===== src/rtl/i2cm_fe_pkg.sv =====
package i2cm_fe_pkg;

    localparam int ADDR_W = 3;
    localparam int TGT_W  = 10;
    localparam int DATA_W = TGT_W;

    typedef enum logic [ADDR_W-1:0] {
        RA_DATA   = 3'd0,
        RA_TXLVL  = 3'd1,
        RA_RXLVL  = 3'd2,
        RA_TXTHR  = 3'd3,
        RA_RXTHR  = 3'd4,
        RA_CTRL   = 3'd5,
        RA_TARGET = 3'd6,
        RA_NONE   = 3'd7
    } reg_addr_e;

    typedef struct packed {
        logic       rd;
        logic [7:0] dat;
    } cmd_t;

    localparam int CMD_W = $bits(cmd_t);

    function automatic cmd_t make_cmd(input logic [DATA_W-1:0] w);
        cmd_t c;
        c.rd  = w[8];
        c.dat = w[7:0];
        return c;
    endfunction

endpackage


===== src/rtl/i2cm_fe_fifo.sv =====
module i2cm_fe_fifo #(
    parameter int W     = 9,
    parameter int DEPTH = 8,
    parameter int LVL_W = $clog2(DEPTH + 1)
) (
    input  logic             clk,
    input  logic             rst,
    input  logic             flush,
    input  logic             push,
    input  logic [W-1:0]     din,
    input  logic             pop,
    output logic [W-1:0]     dout,
    output logic [LVL_W-1:0] level,
    output logic             full,
    output logic             empty
);
    localparam int PTR_W = (DEPTH > 1) ? $clog2(DEPTH) : 1;

    logic [W-1:0]     mem [DEPTH];
    logic [PTR_W-1:0] wp, rp;
    logic [LVL_W-1:0] cnt;
    logic             do_push, do_pop;

    function automatic logic [PTR_W-1:0] bump(input logic [PTR_W-1:0] p);
        return (p == PTR_W'(DEPTH - 1)) ? '0 : p + 1'b1;
    endfunction

    assign full    = (cnt == LVL_W'(DEPTH));
    assign empty   = (cnt == '0);
    assign do_push = push & ~full;
    assign do_pop  = pop & ~empty;
    assign dout    = mem[rp];
    assign level   = cnt;

    always_ff @(posedge clk) begin
        if (do_push && !flush) mem[wp] <= din;
    end

    always_ff @(posedge clk) begin
        if (rst || flush) begin
            wp  <= '0;
            rp  <= '0;
            cnt <= '0;
        end else begin
            if (do_push) wp <= bump(wp);
            if (do_pop)  rp <= bump(rp);
            case ({do_push, do_pop})
                2'b10:   cnt <= cnt + 1'b1;
                2'b01:   cnt <= cnt - 1'b1;
                default: cnt <= cnt;
            endcase
        end
    end
endmodule


===== src/rtl/i2cm_fe_cfg.sv =====
module i2cm_fe_cfg
    import i2cm_fe_pkg::*;
#(
    parameter int DEPTH = 8,
    parameter int LVL_W = $clog2(DEPTH + 1)
) (
    input  logic              clk,
    input  logic              rst,
    input  logic              wr,
    input  logic [ADDR_W-1:0] addr,
    input  logic [DATA_W-1:0] wdata,
    output logic [LVL_W-1:0]  tx_thr,
    output logic [LVL_W-1:0]  rx_thr,
    output logic              en,
    output logic [TGT_W-1:0]  target
);
    always_ff @(posedge clk) begin
        if (rst) begin
            tx_thr <= LVL_W'(DEPTH - 1);
            rx_thr <= '0;
            en     <= 1'b0;
            target <= '0;
        end else if (wr) begin
            case (reg_addr_e'(addr))
                RA_TXTHR:  tx_thr <= wdata[LVL_W-1:0];
                RA_RXTHR:  rx_thr <= wdata[LVL_W-1:0];
                RA_CTRL:   en     <= wdata[0];
                RA_TARGET: if (!en) target <= wdata[TGT_W-1:0];
                default:   ;
            endcase
        end
    end
endmodule


===== src/rtl/i2cm_cmdq_front.sv =====
module i2cm_cmdq_front
    import i2cm_fe_pkg::*;
#(
    parameter int DEPTH = 8
) (
    input  logic              clk,
    input  logic              rst,
    input  logic              reg_wr,
    input  logic              reg_rd,
    input  logic [ADDR_W-1:0] reg_addr,
    input  logic [DATA_W-1:0] reg_wdata,
    output logic [DATA_W-1:0] reg_rdata,
    output logic              cmd_valid,
    input  logic              cmd_ready,
    output logic              cmd_is_read,
    output logic [7:0]        cmd_byte,
    input  logic              rx_valid,
    input  logic [7:0]        rx_byte,
    input  logic              abort,
    output logic              tx_empty_lvl,
    output logic              rx_full_lvl,
    output logic              tx_over,
    output logic              rx_under,
    output logic              rx_over,
    output logic [TGT_W-1:0]  target_addr
);
    localparam int LVL_W = $clog2(DEPTH + 1);

    logic             data_sel;
    logic             tx_push, tx_pop, rx_push, rx_pop;
    logic             tx_full, tx_empty, rx_full, rx_empty;
    logic [LVL_W-1:0] tx_lvl, rx_lvl, tx_thr, rx_thr;
    logic             en;
    cmd_t             tx_head;
    logic [7:0]       rx_head;

    assign data_sel = (reg_addr == RA_DATA);
    assign tx_push  = reg_wr & data_sel & ~abort;
    assign tx_pop   = cmd_valid & cmd_ready & ~abort;
    assign rx_pop   = reg_rd & data_sel & ~abort;
    assign rx_push  = rx_valid & ~abort;

    i2cm_fe_cfg #(.DEPTH(DEPTH), .LVL_W(LVL_W)) u_cfg (
        .clk    (clk),
        .rst    (rst),
        .wr     (reg_wr),
        .addr   (reg_addr),
        .wdata  (reg_wdata),
        .tx_thr (tx_thr),
        .rx_thr (rx_thr),
        .en     (en),
        .target (target_addr)
    );

    i2cm_fe_fifo #(.W(CMD_W), .DEPTH(DEPTH), .LVL_W(LVL_W)) u_txq (
        .clk   (clk),
        .rst   (rst),
        .flush (abort),
        .push  (tx_push),
        .din   (make_cmd(reg_wdata)),
        .pop   (tx_pop),
        .dout  (tx_head),
        .level (tx_lvl),
        .full  (tx_full),
        .empty (tx_empty)
    );

    i2cm_fe_fifo #(.W(8), .DEPTH(DEPTH), .LVL_W(LVL_W)) u_rxq (
        .clk   (clk),
        .rst   (rst),
        .flush (abort),
        .push  (rx_push),
        .din   (rx_byte),
        .pop   (rx_pop),
        .dout  (rx_head),
        .level (rx_lvl),
        .full  (rx_full),
        .empty (rx_empty)
    );

    assign cmd_valid    = en & ~tx_empty;
    assign cmd_is_read  = tx_head.rd;
    assign cmd_byte     = tx_head.dat;
    assign tx_empty_lvl = (tx_lvl <= tx_thr);
    assign rx_full_lvl  = (rx_lvl > rx_thr);

    always_ff @(posedge clk) begin
        if (rst) begin
            tx_over  <= 1'b0;
            rx_under <= 1'b0;
            rx_over  <= 1'b0;
        end else begin
            tx_over  <= tx_push & tx_full;
            rx_under <= rx_pop & rx_empty;
            rx_over  <= rx_push & rx_full;
        end
    end

    always_comb begin
        case (reg_addr_e'(reg_addr))
            RA_DATA:   reg_rdata = rx_empty ? '0 : DATA_W'(rx_head);
            RA_TXLVL:  reg_rdata = DATA_W'(tx_lvl);
            RA_RXLVL:  reg_rdata = DATA_W'(rx_lvl);
            RA_TXTHR:  reg_rdata = DATA_W'(tx_thr);
            RA_RXTHR:  reg_rdata = DATA_W'(rx_thr);
            RA_CTRL:   reg_rdata = DATA_W'(en);
            RA_TARGET: reg_rdata = target_addr;
            default:   reg_rdata = '0;
        endcase
    end
endmodule


===== config.mk =====
export PLATFORM = sky130hd
export DESIGN_NAME = i2cm_cmdq_front
export DESIGN_NICKNAME = d
export VERILOG_FILES = /design/src/rtl/i2cm_fe_pkg.sv /design/src/rtl/i2cm_fe_fifo.sv /design/src/rtl/i2cm_fe_cfg.sv /design/src/rtl/i2cm_cmdq_front.sv
export SDC_FILE = /design/constraint.sdc
export NUM_CORES = 1
export LEC_CHECK = 0
export ABC_AREA = 1
export CORE_MARGIN = 2
export CORE_UTILIZATION = 62
export CTS_CLUSTER_SIZE = 20
export DETAILED_ROUTE_END_ITERATION = 7
export PLACE_DENSITY = 0.84
export SETUP_SLACK_MARGIN = 0.1
export SYNTH_ARGS = -nofsm -noshare
export SYNTH_HDL_FRONTEND = slang
export SYNTH_SLANG_ARGS = --single-unit

===== constraint.sdc =====
create_clock -name clk -period 5.2 [get_ports clk]
set_input_delay 1.04 -clock clk [delete_from_list [all_inputs] [get_ports clk]]
set_output_delay 1.04 -clock clk [all_outputs]
set_load 0.02 [all_outputs]

# Word level (Yosys, flattened, before mapping)
# Memories as Yosys holds them, arrays and structs flattened. A register that Yosys moved wholly into a read port is not among the register bits.
# Index checks and enable logic that the tools add are counted.
# op_classes
add_sub_neg,8
n_lt_le_gt_ge,2
eq_ne,16
n_mux,16
bitwise,21
n_reduce_logical,13
# ops
operator,n
10-bit case mux with 7 select lines,1
3-bit 2-to-1 mux,8
"3-bit == test, second input constant",7
4-bit case mux with 2 select lines,2
1-bit AND,15
"3-bit by 1-bit adder with 3-bit output, second input constant",4
"4-bit by 1-bit adder with 4-bit output, second input constant",2
"4-bit == test, second input constant",2
4-bit zero test,2
8-bit 2-to-1 mux,1
"4-bit by 1-bit subtractor with 4-bit output, second input constant",2
"3-bit by 2-bit == test with 1-bit output, second input constant",2
1-bit inverter,6
2-bit AND reduction,3
"2-bit by 1-bit == test with 1-bit output, second input constant",2
"2-bit == test, second input constant",2
4-bit > comparator,1
4-bit less-or-equal comparator,1
1-bit 2-to-1 mux,4
2-bit nonzero test,2
"3-bit by 1-bit == test with 1-bit output, second input constant",1
3-bit zero test,1
3-bit AND reduction,1
1-bit logical AND,2
2 further kinds,2
# totals
reg_bits,42
ram_bits,136
inputBits,28
elab_cells,91
memories,2
# mem_list
memory,words,word_bits,read_ports,rd_ports_with_merged_regs,wr,line_no,source
u_txq.mem,8,9,1,1,1,i2cm_fe_fifo.sv:19,logic [W-1:0] mem [DEPTH];
u_rxq.mem,8,8,1,1,1,i2cm_fe_fifo.sv:19,

# Logic depth before layout (Yosys ltp)
# logic_depth
depth_word,8
ltp_mapped,15

# Hierarchy
# A second synthesis with hierarchy kept.
# unflattened
hier_cells,857
area_unflattened_um2,8375.5
# by_module_without_submodules
mod,n_inst,cells_per_inst,area_each_um2,seq_area_each_um2
i2cm_fe_fifo (u_txq),1,308,3520.9,2422.3
i2cm_fe_fifo (u_rxq),1,285,3201.8,2182.1
i2cm_fe_cfg,1,130,894.6,380.4
i2cm_cmdq_front,1,134,758.2,60.1

# Least setup slack after synthesis
# Ideal clock, no wire load.
# synth_path
path_kind,input-to-output
start,in reg_addr[1]
end,out reg_rdata[4]
arrival_ps,1932
slack_ps,2228
stages,7
path_cell_list,nor2_2 -> nand2_2 -> inv_2 -> nand2_2 -> inv_2 -> o21ai_0 -> o21ai_1
# synth_between
elab_chain_cells,2
# synth_rtl
item,line_no,source
"start, declared",i2cm_cmdq_front.sv:10,"input logic [ADDR_W-1:0] reg_addr,"
"3-bit == test, or another cell as far along",i2cm_cmdq_front.sv:100,case (reg_addr_e'(reg_addr))
10-bit case mux with 7 select lines *,i2cm_cmdq_front.sv:100,
"end, declared",i2cm_cmdq_front.sv:12,"output logic [DATA_W-1:0] reg_rdata,"
# Every way passes the cells marked *; elsewhere a longest branch is shown, timed or not.

==> metrics.csv <==
stage,metric,value,unit
clock_tree,cts_tree,built,
power,p_leak,0.00338,uW
cells_and_area,layout.cells.non_filler,971,
route,antenna_left,0,
global_route,track_usage,27.7,%
route,wl,17500,um
logic_synthesis,netlist.area_leader.share,52.2,%
route,avgRoutedWirePerCell,18.0,um
clock_tree,ctsHoldBuffers,0,
status,run_status,finished clean,
logic_synthesis,synth_cells,723,
floorplanning,die_w,116,um
floorplanning,fp-row-count,41,
global_route,antenna_found_initial,0,
logic_synthesis,syn_avg_cell_area,10.8,um2
critical_path,worstSetupPathType,reg -> out,
critical_path,cp_max_fo,37,
critical_path,cp-end-kind,output pin,
logic_synthesis,synth_edf_count,136,
clock_tree,cts.sinks,184,
power,ir_drop,0.000297,V
clock_tree,cts_resized,0,
route,drt_pass1_iterations,5,
clock_tree,post_cts_buffers,0,
floorplanning,die_area,13500,um2
route,drt-initial-drc-count,558,
sta,final.min_clock_period,4260,ps
cells_and_area,antennaDiodeCount,0,
placed_design,gp_congestion,0.919,
clock_tree,ctsHtreeMaxLevel,4,
route,drc,0,
sta,rsz0062_at_grt,false,
logic_synthesis,yosysTopAreaCell,edfxtp_1,
logic_synthesis,ys_ff_latch,184,
cells_and_area,num-nets-final,835,
logic_synthesis,synth-warning-count,0,
placed_design,pre_cts_slack,993,ps
sta,fin_tns_setup,0,ps
logic_synthesis,syn_nets,772,
floorplanning,die_h,116,um
cells_and_area,fin_util,73.5,%
logic_synthesis,yosysUniqueCellTypes,39,
placed_design,port-buffer-count,62,
sta,finalSetupViolCount,0,
clock_tree,root_buffer,clkbuf_16,
critical_path,required,4160,ps
power,powerDensity,328,nW/um2
logic_synthesis,yosys-top-cells-area,"edfxtp_1 52%, dfxtp_1 12%, nor2_1 7.4%",
hold_path,hold_path_class,reg -> reg,
global_route,grt_pass1_vias,5545,
floorplanning,boundaryPins,63,
sta,maxSlewViolCount,0,
sta,post-route-period-util,82.0,%
cells_and_area,drive_above_1_share,7.13,%
sta,fin_skew,10.1,ps
cells_and_area,syn2layout_area_growth,17.3,%
route,vias_per_cell,5.78,
clock_tree,clk_latency,430,ps
sta,tightest_slew,1100,ps
sta,fmax,235,MHz
placed_design,placedCellCount,939,
critical_path,arrival,3220,ps
logic_synthesis,synthArstFlopShare,0,%
critical_path,cp-start-kind,register,
global_route,grt_first_pass_wirelength,28100,um
floorplanning,start_util,62.7,%
global_route,gr-total-overflow,0,
logic_synthesis,synth_top_flop_cell,edfxtp_1,
sta,worst_slack,938,ps
placed_design,hpwlAfterDp,11600,um
clock_tree,clkTransAtPathRegs,70,ps
global_route,grt_max_degree,38,
floorplanning,core_area,12500,um2
logic_synthesis,ys_seq_area_share,64.5,%
sta,hold_violations,0,
clock_tree,cts_buffer_depth,2,
job,max_cap_viol_count,0,
clock_tree,numCtsBuffers,17,
logic_synthesis,syn_area,7820,um2
route,via_count,5613,
sta,relSlewSlack,26.8,%
## cell usage in the layout (no fill, tap or decap), types with 7 or more instances in the layout
cell type	Yosys	final
a21oi_1	23	23
buf_4	2	7
clkbuf_16	0	18
clkdlybuf4s50_1	0	62
dfxtp_1	48	48
edfxtp_1	136	136
ha_1	21	21
inv_1	48	48
nand2_1	65	65
nand3_1	19	19
nor2_1	154	154
o211ai_1	10	10
o21ai_0	86	86
o22ai_1	9	9
o32ai_1	18	18
## per-stage QoR
stage	instance area (um2)	hold slack, ps	power [uW]
after floorplan	7820	448	1680
after global placement	8570	485	1750
after detailed placement	8570	483	1750
after CTS	9170	494	3010
after global routing	9170	515	3080
final	9170	489	3000
## worst paths after layout
kind,startpoint,cells past startpoint,slack (ps),endpoint
worst min-delay path,u_cfg.target[9]$_SDFFE_PP0P_,2,490,u_cfg.target[9]$_SDFFE_PP0P_
worst max register to register,u_rxq.level[1]$_SDFFE_PP0P_,6,2860,u_rxq.mem[1][3]$_DFFE_PP_
worst max-delay path,register,7,940,cmd_byte[4]
worst min register to register,u_cfg.target[9]$_SDFFE_PP0P_,2,490,u_cfg.target[9]$_SDFFE_PP0P_
## cell usage after synthesis, drive strengths merged, types with 5 or more instances
master and n:
buf 13, nand4 5, clkbuf 12, nand3 22, nor2 159, nand2 69
o211ai 10, o32ai 18, o22ai 9, ha 21, o21ai 92, nor3 5
dfxtp 48, inv 54, edfxtp 136, a21oi 23
## registers in the layout (all words and copies together), names as in the netlist, 4 cells and up, named ones only
register,cells
u_cfg.target,10
u_cfg.tx_thr,4
u_rxq.mem,64
u_cfg.rx_thr,4
u_txq.mem,72
u_txq.level,4
u_rxq.level,4
## cells by family after synthesis
kind of cell | synth area share, %
XOR/XNOR | 0.560
adder cells (fa/ha/maj) | 3.36
multiplexers | 0.384
buffers and inverters | 4.37
AO/OA/AOI/OAI | 12.3
flip-flops | 64.5
AND/OR/NAND/NOR | 14.5
## where the power goes
| part | total, uW | switching, uW | internal, uW |
|---|---|---|---|
| clock | 1280 | 558 | 723 |
| sequential | 1590 | 8.22 | 1590 |
| combinational | 128 | 78.3 | 49.4 |
## area by class of cell
type                       count  area, um2
fill                         845       3300
clock buffer                  21        482
sequential                   184       5040
multi-input combinational    458       2430
clock inverter                11        111
inverter                      56        210
tap                          172        215
timing repair buffer          69        673
## critical path, stage by stage (launching register included)
cell and delay [ps]:
dfxtp_1 310, buf_4 330, clkinv_1 870, nor2_1 370
o32ai_1 150, nand2_1 140, nand2_1 70, clkdlybuf4s50_1 540
## layer usage
metal	vias up	wire, um	GRT usage [%]
li1	2683	-	-
met1	2687	6910	34.2
met2	209	9160	48.4
met3	34	1020	5.29
met4	0	376	10.8
met5	-	0	0
(Power assumes the default switching activity.)
